$ cat src/rtl/i2c_meas_pkg.sv
package i2c_meas_pkg;

  typedef enum logic [3:0] {
    ST_IDLE, ST_ADDR, ST_AWAIT, ST_AHOLD, ST_CMD, ST_CWAIT, ST_CHOLD,
    ST_STRETCH, ST_REL, ST_TX, ST_TACK, ST_TNEXT
  } tgt_state_t;

  localparam logic [7:0] CMD_MEAS_HOLD = 8'hE5;
  localparam logic [7:0] CMD_MEAS_POLL = 8'hF5;

  function automatic logic cmd_known(input logic [7:0] c);
    return (c == CMD_MEAS_HOLD) || (c == CMD_MEAS_POLL);
  endfunction

  function automatic logic addr_match(input logic [7:0] b, input logic [6:0] a);
    return b[7:1] == a;
  endfunction

  // read address accepted: something pending and either ready or stretchable
  function automatic logic read_accept(input logic pend, input logic rdy, input logic hold);
    return pend && (rdy || hold);
  endfunction

endpackage

$ cat src/rtl/i2c_meas_sync.sv
module i2c_meas_sync #(
  parameter int WIDTH  = 2,
  parameter int STAGES = 2
) (
  input  logic             clk,
  input  logic             rst_n,
  input  logic [WIDTH-1:0] d,
  output logic [WIDTH-1:0] q
);
  for (genvar i = 0; i < WIDTH; i++) begin : g_bit
    logic [STAGES-1:0] pipe;
    always_ff @(posedge clk or negedge rst_n) begin
      if (!rst_n) pipe <= '1;
      else        pipe <= {pipe[STAGES-2:0], d[i]};
    end
    assign q[i] = pipe[STAGES-1];
  end
endmodule

$ cat src/rtl/i2c_meas_cond.sv
module i2c_meas_cond (
  input  logic clk,
  input  logic rst_n,
  input  logic scl_s,
  input  logic sda_s,
  output logic scl_rise,
  output logic scl_fall,
  output logic evt_start,
  output logic evt_stop
);
  logic scl_q, sda_q;
  always_ff @(posedge clk or negedge rst_n) begin
    if (!rst_n) begin
      scl_q <= 1'b1;
      sda_q <= 1'b1;
    end else begin
      scl_q <= scl_s;
      sda_q <= sda_s;
    end
  end
  assign scl_rise  = scl_s && !scl_q;
  assign scl_fall  = !scl_s && scl_q;
  assign evt_start = scl_s && scl_q && sda_q && !sda_s;
  assign evt_stop  = scl_s && scl_q && !sda_q && sda_s;
endmodule

$ cat src/rtl/i2c_meas_track.sv
module i2c_meas_track #(
  parameter int RES_W = 16
) (
  input  logic             clk,
  input  logic             rst_n,
  input  logic             accept,
  input  logic             accept_hold,
  input  logic             conv_done,
  input  logic [RES_W-1:0] conv_result,
  input  logic             readout_done,
  output logic             pending,
  output logic             ready,
  output logic             hold_mode,
  output logic [RES_W-1:0] result_q,
  output logic             res_msb
);
  always_ff @(posedge clk or negedge rst_n) begin
    if (!rst_n) begin
      pending   <= 1'b0;
      ready     <= 1'b0;
      hold_mode <= 1'b0;
      result_q  <= '0;
    end else if (accept) begin
      pending   <= 1'b1;
      ready     <= 1'b0;
      hold_mode <= accept_hold;
    end else if (readout_done) begin
      pending <= 1'b0;
      ready   <= 1'b0;
    end else if (conv_done && pending && !ready) begin
      ready    <= 1'b1;
      result_q <= conv_result;
    end
  end
  assign res_msb = result_q[RES_W-1];
endmodule

$ cat src/rtl/i2c_meas_target.sv
module i2c_meas_target
  import i2c_meas_pkg::*;
#(
  parameter logic [6:0] TGT_ADDR    = 7'h40,
  parameter int         RES_W       = 16,
  parameter int         SYNC_STAGES = 2
) (
  input  logic             clk,
  input  logic             rst_n,
  input  logic             scl_i,
  input  logic             sda_i,
  output logic             scl_drive_low,
  output logic             sda_drive_low,
  output logic             conv_start,
  input  logic             conv_done,
  input  logic [RES_W-1:0] conv_result
);
  localparam int NBYTES = RES_W / 8;
  localparam int BIDX_W = (NBYTES > 1) ? $clog2(NBYTES) : 1;
  localparam logic [BIDX_W-1:0] LAST_BYTE = BIDX_W'(NBYTES - 1);

  logic scl_s, sda_s;
  logic scl_rise, scl_fall, evt_start, evt_stop;
  logic pending, ready, hold_mode, res_msb;
  logic [RES_W-1:0] result_q;

  tgt_state_t        st;
  logic [3:0]        cnt;
  logic [7:0]        sh;
  logic              rw;
  logic [RES_W-1:0]  tx_sh;
  logic [BIDX_W-1:0] byte_idx;

  // named events for the checker
  logic ack_dec, rd_addr_hit, accept, readout_done, evt_cond;

  i2c_meas_sync #(.WIDTH(2), .STAGES(SYNC_STAGES)) u_sync (
    .clk(clk), .rst_n(rst_n), .d({scl_i, sda_i}), .q({scl_s, sda_s})
  );

  i2c_meas_cond u_cond (
    .clk(clk), .rst_n(rst_n), .scl_s(scl_s), .sda_s(sda_s),
    .scl_rise(scl_rise), .scl_fall(scl_fall),
    .evt_start(evt_start), .evt_stop(evt_stop)
  );

  i2c_meas_track #(.RES_W(RES_W)) u_track (
    .clk(clk), .rst_n(rst_n), .accept(accept),
    .accept_hold(sh == CMD_MEAS_HOLD),
    .conv_done(conv_done), .conv_result(conv_result),
    .readout_done(readout_done), .pending(pending), .ready(ready),
    .hold_mode(hold_mode), .result_q(result_q), .res_msb(res_msb)
  );

  assign evt_cond     = evt_start || evt_stop;
  assign ack_dec      = addr_match(sh, TGT_ADDR) &&
                        (!sh[0] || read_accept(pending, ready, hold_mode));
  assign rd_addr_hit  = (st == ST_AWAIT) && scl_fall && addr_match(sh, TGT_ADDR) && sh[0];
  assign accept       = (st == ST_CWAIT) && scl_fall && cmd_known(sh) && !evt_cond;
  assign readout_done = (st == ST_TACK) && scl_rise && (byte_idx == LAST_BYTE);
  assign conv_start   = accept;

  always_ff @(posedge clk or negedge rst_n) begin
    if (!rst_n) begin
      st       <= ST_IDLE;
      cnt      <= '0;
      sh       <= '0;
      rw       <= 1'b0;
      tx_sh    <= '0;
      byte_idx <= '0;
    end else if (evt_start) begin
      st  <= ST_ADDR;
      cnt <= '0;
    end else if (evt_stop) begin
      st <= ST_IDLE;
    end else begin
      unique case (st)
        ST_ADDR, ST_CMD: if (scl_rise) begin
          sh  <= {sh[6:0], sda_s};
          cnt <= cnt + 4'd1;
          if (cnt == 4'd7) st <= (st == ST_ADDR) ? ST_AWAIT : ST_CWAIT;
        end
        ST_AWAIT: if (scl_fall) begin
          rw <= sh[0];
          st <= ack_dec ? ST_AHOLD : ST_IDLE;
        end
        ST_AHOLD: if (scl_fall) begin
          cnt      <= '0;
          byte_idx <= '0;
          if (!rw) st <= ST_CMD;
          else if (ready) begin
            tx_sh <= result_q;
            st    <= ST_TX;
          end else st <= ST_STRETCH;
        end
        ST_CWAIT: if (scl_fall) st <= cmd_known(sh) ? ST_CHOLD : ST_IDLE;
        ST_CHOLD: if (scl_fall) st <= ST_IDLE;
        ST_STRETCH: if (ready) begin
          tx_sh <= result_q;
          st    <= ST_REL;
        end
        ST_REL: st <= ST_TX;
        ST_TX: begin
          if (scl_rise) cnt <= cnt + 4'd1;
          else if (scl_fall && cnt == 4'd8) st <= ST_TACK;
          else if (scl_fall) tx_sh <= tx_sh << 1;
        end
        ST_TACK: if (scl_rise) begin
          st <= (!sda_s && byte_idx != LAST_BYTE) ? ST_TNEXT : ST_IDLE;
        end
        ST_TNEXT: if (scl_fall) begin
          tx_sh    <= tx_sh << 1;
          cnt      <= '0;
          byte_idx <= byte_idx + 1'b1;
          st       <= ST_TX;
        end
        default: st <= ST_IDLE;
      endcase
    end
  end

  assign scl_drive_low = (st == ST_STRETCH) || (st == ST_REL);
  assign sda_drive_low = (st == ST_AHOLD) || (st == ST_CHOLD) ||
                         (((st == ST_TX) || (st == ST_REL)) && !tx_sh[RES_W-1]);

endmodule

$ cat config.mk
export PLATFORM = sky130hd
export DESIGN_NAME = i2c_meas_target
export DESIGN_NICKNAME = d
export VERILOG_FILES = /design/src/rtl/i2c_meas_pkg.sv /design/src/rtl/i2c_meas_sync.sv /design/src/rtl/i2c_meas_cond.sv /design/src/rtl/i2c_meas_track.sv /design/src/rtl/i2c_meas_target.sv
export SDC_FILE = /design/constraint.sdc
export NUM_CORES = 1
export LEC_CHECK = 0
export BUFFER_PORTS_ARGS = -buffer_cell sky130_fd_sc_hd__buf_2
export CAP_MARGIN = 20
export CELL_PAD_IN_SITES_DETAIL_PLACEMENT = 1
export CELL_PAD_IN_SITES_GLOBAL_PLACEMENT = 2
export CORE_AREA = 8 8 94 96
export DETAILED_ROUTE_END_ITERATION = 16
export DIE_AREA = 0 0 102 104
export HOLD_SLACK_MARGIN = 0.1
export PLACE_DENSITY = 0.89
export SYNTH_ARGS = -nofsm -noshare
export SYNTH_HDL_FRONTEND = slang
export SYNTH_SLANG_ARGS = --single-unit
$ cat constraint.sdc
create_clock -name clk -period 4.2 [get_ports clk]
set_clock_uncertainty 0.15 [all_clocks]
set_input_delay 0.63 -clock clk [delete_from_list [all_inputs] [get_ports clk]]
set_output_delay 0.63 -clock clk [all_outputs]
set_load 0.03 [all_outputs]
==> results.json, run 1 <==
{
  "cp_max_fo": 19,
  "crit_chain": "nand2_1, nor2_1, a21oi_1, o22ai_1, buf_2",
  "period_share_pct": 70.32,
  "detail-route-antenna-nets": 0,
  "fillers": 841,
  "cts_resized": 0,
  "ys_async_sr_fraction_pct": 100.0,
  "p_leak_nw": 1.654,
  "hp-class": "reg2reg",
  "timing.rr.end": "u_track.result_q[1]",
  "nNetsFinal": 311,
  "totalWireLength_um": 6528,
  "vias": 2115,
  "period_minus_slack_ps": 2954,
  "grt-ovfl-total": 0,
  "syn2layout_area_growth_pct": 11.58,
  "cts_tree": "done",
  "ir_worst_vdd_v": 0.0001895,
  "cts_made_buffers": 9,
  "cp-startpoint": "st[1]",
  "ys_warn_count": 0,
  "slew_headroom_pct": 34.87,
  "die_w_um": 102,
  "syn-mean-instance-area_um2": 11.82,
  "syn_nets": 287,
  "slew_viol_final": 0,
  "place.gp.congestion": 0.8389,
  "yosys.area.top_type_share_pct": 42.48,
  "numClockSinks": 59,
  "cts_max_path_buffers": 2,
  "std_cell_rows": 32,
  "synthCells": 264,
  "root_buffer": "clkbuf_8",
  "clk_latency_ps": 330,
  "hold_depth": 0,
  "total_power_mw": 1.216,
  "syn_area_um2": 3122,
  "dp_hpwl_um": 4562,
  "yosysUniqueCellTypes": 55,
  "viasPerCell": 5.354,
  "clk_pin_slew_ps": 60,
  "slowest_delay_ps": 760,
  "final_cell_mix": "dfrtp_1, mux2_2, o21ai_0, buf_2, nand2_1",
  "ioPinCount": 24,
  "die_h_um": 104,
  "initial_core_util_pct": 41.92,
  "wl_per_cell_um": 16.53,
  "required_ps": 3420,
  "outcome": "finished clean",
  "antenna_found_initial": 0,
  "grt_pass1_vias": 2319,
  "slowest_stage": "dfrtp_1",
  "cpLargestDelayFamily": "flip-flops",
  "grt_first_pass_wirelength_um": 11610,
  "synth-edff-count": 0,
  "crit_arrival_ps": 2170,
  "synth_largest_area_cell": "dfrtp_1",
  "first_iter_violations": 75,
  "setup_violations": 0,
  "place_ws_ps": 1333,
  "grt_setup_unrepaired": "false",
  "clock.fmax_mhz": 338.6,
  "post_cts_buffers": 0,
  "min-delay-start": "u_sync.g_bit[1].pipe[0]",
  "multi_input_area_um2": 1488,
  "r2r_start": "st[3]",
  "p_per_area_nw_per_um2": 349.1,
  "grt_start_max_net_pins": 47,
  "n_antenna_cell": 0,
  "drc": 0,
  "layout_commonest_cell": "dfrtp_1",
  "drtPass1Iterations": 4,
  "timing.hold.ws_ps": 210.6,
  "worst_pin_slew_ps": 973.8,
  "yosysSeqAreaShare_pct": 47.54,
  "ys.flop_type": "dfrtp_1",
  "reg2regPathDepth": 6,
  "synth.ff_latch_count": 59,
  "dieArea_um2": 10610,
  "crit_path_start_kind": "flop",
  "worstSetupPathType": "reg2out",
  "endpoint_kind": "primary output",
  "tns_ps": 0,
  "final-seq-area_um2": 1484,
  "drive_above_1_share_pct": 39.59,
  "io_buffers": 23,
  "ff2ff_setup_slack_ps": 1340,
  "synth.area.top_cells": "dfrtp_1, mux2_2, dfstp_2, mux2_4, o21ai_0",
  "maxCapViolCount": 0,
  "cts_hold_buf": 0,
  "finalHoldViolations": 0,
  "path_buf_inv": 1,
  "core_um2": 7447,
  "cts.htree.levels": 3,
  "setup_ws_ps": 1246,
  "grtUsageTotal_pct": 13.78,
  "holdPathEnd": "u_sync.g_bit[1].pipe[1]"
}
[synth_stat cells, drive strengths merged (2+ instances only)]
cell type	count
buf	8
dfrtp	53
nand4b	2
o31ai	3
mux2i	3
and2	2
nor2b	4
nand3	6
and3	3
ha	2
nand4	2
a31oi	4
a21oi	9
clkbuf	5
nand2b	4
o211ai	4
inv	10
mux2	56
a21o	2
dfstp	6
nor3	6
nand3b	2
nor2	9
o21ai	23
nor4	2
nand2	16
and2b	3
[per-layer routing]
layer	track usage, %	vias to the layer above	wire length (um)
li1	-	1009	-
met1	16.99	1059	2889
met2	21.41	38	3269
met3	4.418	9	231
met4	5.771	0	138
met5	0	-	0
[flip-flops by register name, indices dropped and copies added, names as in the netlist, 4 cells and up]
name               cells
cnt                    4
sh                     8
st                     4
tx_sh                 16
u_sync.g_bit.pipe      4
u_track.result_q      16
[report_power, final]
| group | leakage, nW | internal [mW] | switching (mW) |
|---|---|---|---|
| Sequential | 0.787 | 0.591 | 0.0272 |
| Combinational | 0.767 | 0.0450 | 0.0471 |
| Clock | 0.0991 | 0.287 | 0.219 |
| Total | 1.65 | 0.923 | 0.293 |
[how the worst max path moves through the flow]
stage,to,slack [ps],cells past startpoint
floorplan,u_track.result_q[0],1950,7
global placement,u_track.result_q[5],1410,6
detailed placement,u_track.result_q[1],1330,6
CTS,sda_drive_low,1220,5
global route,sda_drive_low,1010,5
finish,sda_drive_low,1250,5
[final cells by class]
type | instances | area share (%)
sequential | 59 | 42.60
clock buffer | 11 | 4.059
tap | 102 | 3.664
clock inverter | 5 | 1.509
timing repair buffer | 26 | 4.382
inverter | 10 | 1.078
multi-input combinational | 182 | 42.71
[per-stage QoR]
| step | cells | utilization [%] | cell area [um2] |
|---|---|---|---|
| 4_1_cts | 393 | 46.37 | 3453 |
| 3_3_place_gp | 377 | 43.77 | 3259 |
| 5_1_grt | 395 | 46.77 | 3483 |
| 3_5_place_dp | 377 | 43.77 | 3259 |
| 6_report | 395 | 46.77 | 3483 |
| 2_1_floorplan | 264 | - | 3122 |
[cells by family (layout without fill, tap and decap cells)]
| kind of cell | count (synthesis) | count (layout) | share of synthesized area (%) |
|---|---|---|---|
| multiplexers | 59 | 59 | 22.36 |
| buffers and inverters | 23 | 52 | 4.809 |
| AND/OR/NAND/NOR | 66 | 66 | 13.51 |
| flip-flops | 59 | 59 | 47.53 |
| AO/OA/AOI/OAI | 53 | 53 | 10.42 |
| XOR/XNOR | 2 | 2 | 0.5612 |
| adder cells (fa/ha/maj) | 2 | 2 | 0.8015 |
Note: power is estimated with default switching activity, not from simulation.
==> run 2, diff against run 1 <==
--- a/config.mk
+++ b/config.mk
@@ -9,11 +9,11 @@
 export CAP_MARGIN = 20
 export CELL_PAD_IN_SITES_DETAIL_PLACEMENT = 1
 export CELL_PAD_IN_SITES_GLOBAL_PLACEMENT = 2
-export CORE_AREA = 8 8 94 96
+export CORE_AREA = 8 8 101 103
 export DETAILED_ROUTE_END_ITERATION = 16
-export DIE_AREA = 0 0 102 104
+export DIE_AREA = 0 0 109 111
 export HOLD_SLACK_MARGIN = 0.1
-export PLACE_DENSITY = 0.89
+export PLACE_DENSITY = 0.82
 export SYNTH_ARGS = -nofsm -noshare
 export SYNTH_HDL_FRONTEND = slang
 export SYNTH_SLANG_ARGS = --single-unit
==> constraint.sdc (replaced) <==
create_clock -name clk -period 2.7 [get_ports clk]
set_clock_uncertainty 0.15 [all_clocks]
set_input_delay 0.405 -clock clk [delete_from_list [all_inputs] [get_ports clk]]
set_output_delay 0.405 -clock clk [all_outputs]
set_load 0.03 [all_outputs]
==> run 2 against run 1 <==
Clock power up 54%. Hold slack worse by 66 ps. Power up 55%. Global-route usage down 1.3 points. Register-to-register slack worse by 1200 ps. Wire length up 3.2%. Combinational power up 65%. Sequential power up 55%. Clock-buffer cell count unchanged. Non-clock buffer count up 10. Cell area up 2.2%. Critical endpoint is now u_track.result_q[6].
==> results.json, run 2 (synthesis results as in run 1) <==
{
  "outcome": "finished clean",
  "crit_chain": "and2b_2, nand4_1, nand2b_4, nor3_4, mux2_2",
  "ioPinCount": 24,
  "r2r_start": "u_cond.scl_q",
  "switching_power_mw": 0.4513,
  "io_buffers": 23,
  "reg.largest.list": "tx_sh x16, u_track.result_q x16, sh x8",
  "clkPwrFrac_pct": 41.3,
  "cts.htree.levels": 3,
  "p_per_area_nw_per_um2": 530.9,
  "endpoint_kind": "flop",
  "syn2layout_area_growth_pct": 13.99,
  "root_buffer": "clkbuf_8",
  "dp_hpwl_um": 5015,
  "crit_path_start_kind": "flop",
  "grt-ovfl-total": 0,
  "grt_setup_unrepaired": "false",
  "initial_core_util_pct": 36.51,
  "slew_headroom_pct": 35.92,
  "core_um2": 8551,
  "cp-startpoint": "u_cond.scl_q",
  "period_share_pct": 94.87,
  "layout_commonest_cell": "dfrtp_1",
  "reg2regPathDepth": 5,
  "required_ps": 2770,
  "period_minus_slack_ps": 2561,
  "dieArea_um2": 12100,
  "p_leak_nw": 1.697,
  "grt_first_pass_wirelength_um": 11850,
  "cts_made_buffers": 9,
  "die_w_um": 109,
  "vias": 2133,
  "std_cell_rows": 34,
  "min-delay-start": "conv_result[10]",
  "drc": 0,
  "slowest_delay_ps": 780,
  "pwr-share-seq_pct": 50.7,
  "timing.hold.ws_ps": 144.7,
  "crit_cells": 5,
  "cpLargestDelayFamily": "simple AND/OR/NAND/NOR gates",
  "cts_resized": 0,
  "worstSetupPathType": "reg2reg",
  "final_cell_mix": "dfrtp_1, mux2_2, o21ai_0, buf_2, nand2_1",
  "tns_ps": 0,
  "n_antenna_cell": 0,
  "first_iter_violations": 69,
  "cp_max_fo": 16,
  "die_h_um": 111,
  "totalWireLength_um": 6737,
  "nNetsFinal": 321,
  "detail-route-antenna-nets": 0,
  "cts_tree": "done",
  "path_buf_inv": 0,
  "crit_arrival_ps": 2630,
  "wl_per_cell_um": 16.39,
  "drtPass1Iterations": 4,
  "maxCapViolCount": 0,
  "grtUsageTotal_pct": 12.45,
  "viasPerCell": 5.190,
  "numClockSinks": 59,
  "ir_worst_vdd_v": 0.0003130,
  "grt_start_max_net_pins": 23,
  "hp-class": "in2reg",
  "slowest_stage": "nor3_4",
  "drive_above_1_share_pct": 40.92,
  "switching_share_pct": 23.89,
  "power_frac_comb_pct": 8.0,
  "worst_pin_slew_ps": 958.2,
  "antenna_found_initial": 0,
  "cts_max_path_buffers": 2,
  "clk_latency_ps": 330,
  "hold_depth": 2,
  "clk_pin_slew_ps": 60,
  "clock.fmax_mhz": 390.4,
  "p_int_mw": 1.438,
  "grt_pass1_vias": 2335,
  "finalHoldViolations": 0,
  "place.gp.congestion": 0.8218,
  "setup_violations": 0,
  "slew_viol_final": 0
}
-- run 2: worst paths after layout --
check | end | slack (ps)
max reg2reg | u_track.result_q[6] | 140
min reg2reg | u_sync.g_bit[1].pipe[1] | 210
min | u_track.result_q[10] | 140
max | u_track.result_q[6] | 140
max in group asynchronous | sh[1] | 1300
min in group asynchronous | cnt[2] | 430
-- run 2: final cells by class --
type | instances | area [um2]
clock buffers | 11 | 141.4
fillers | 949 | 4992
well taps | 108 | 135.1
flip-flops and latches | 59 | 1484
clock inverters | 5 | 52.55
repair buffers | 36 | 220.2
inverters | 10 | 37.54
multi-input cells | 182 | 1488
-- run 2: per-stage QoR --
step           utilization, %  setup slack (ps)  power (mW)  area [um2]  std cells
3_5_place_dp            39.00             95.02       1.126        3334        392
4_1_cts                 41.62             73.43       1.927        3558        411
2_1_floorplan               -             448.1       1.062        3122        264
5_1_grt                 41.62             3.194       1.999        3558        411
6_report                41.62             138.6       1.889        3558        411
3_3_place_gp            39.00             128.3       1.117        3334        392
-- run 2: power by group through the flow --
| stage | Combinational [mW] | Sequential (mW) | Clock, mW |
|---|---|---|---|
| global route | 0.174 | 0.964 | 0.861 |
| CTS | 0.157 | 0.957 | 0.813 |
| global placement | 0.145 | 0.972 | 0 |
| finish | 0.152 | 0.958 | 0.780 |
| detailed placement | 0.153 | 0.973 | 0 |
| floorplan | 0.102 | 0.960 | 0 |
-- run 2: per-layer routing --
layer	GRT usage [%]	routed length, um	share of wire (%)
met2	19.67	3367	50
met4	7.032	188	2.8
met5	0	0	0
met1	15.02	3015	45
met3	2.907	166	2.5
-- run 2: repair_timing --
item,CTS,global route
hold buffers,3,0
setup buffers,0,0
endpoints found under the hold margin,16,0
-- run 2: worst reg2reg max path: stages (launching register included) --
cell and delay (ps):
dfstp_2 600, and2b_2 270, nand4_1 160, nand2b_4 80
nor3_4 780, mux2_2 420
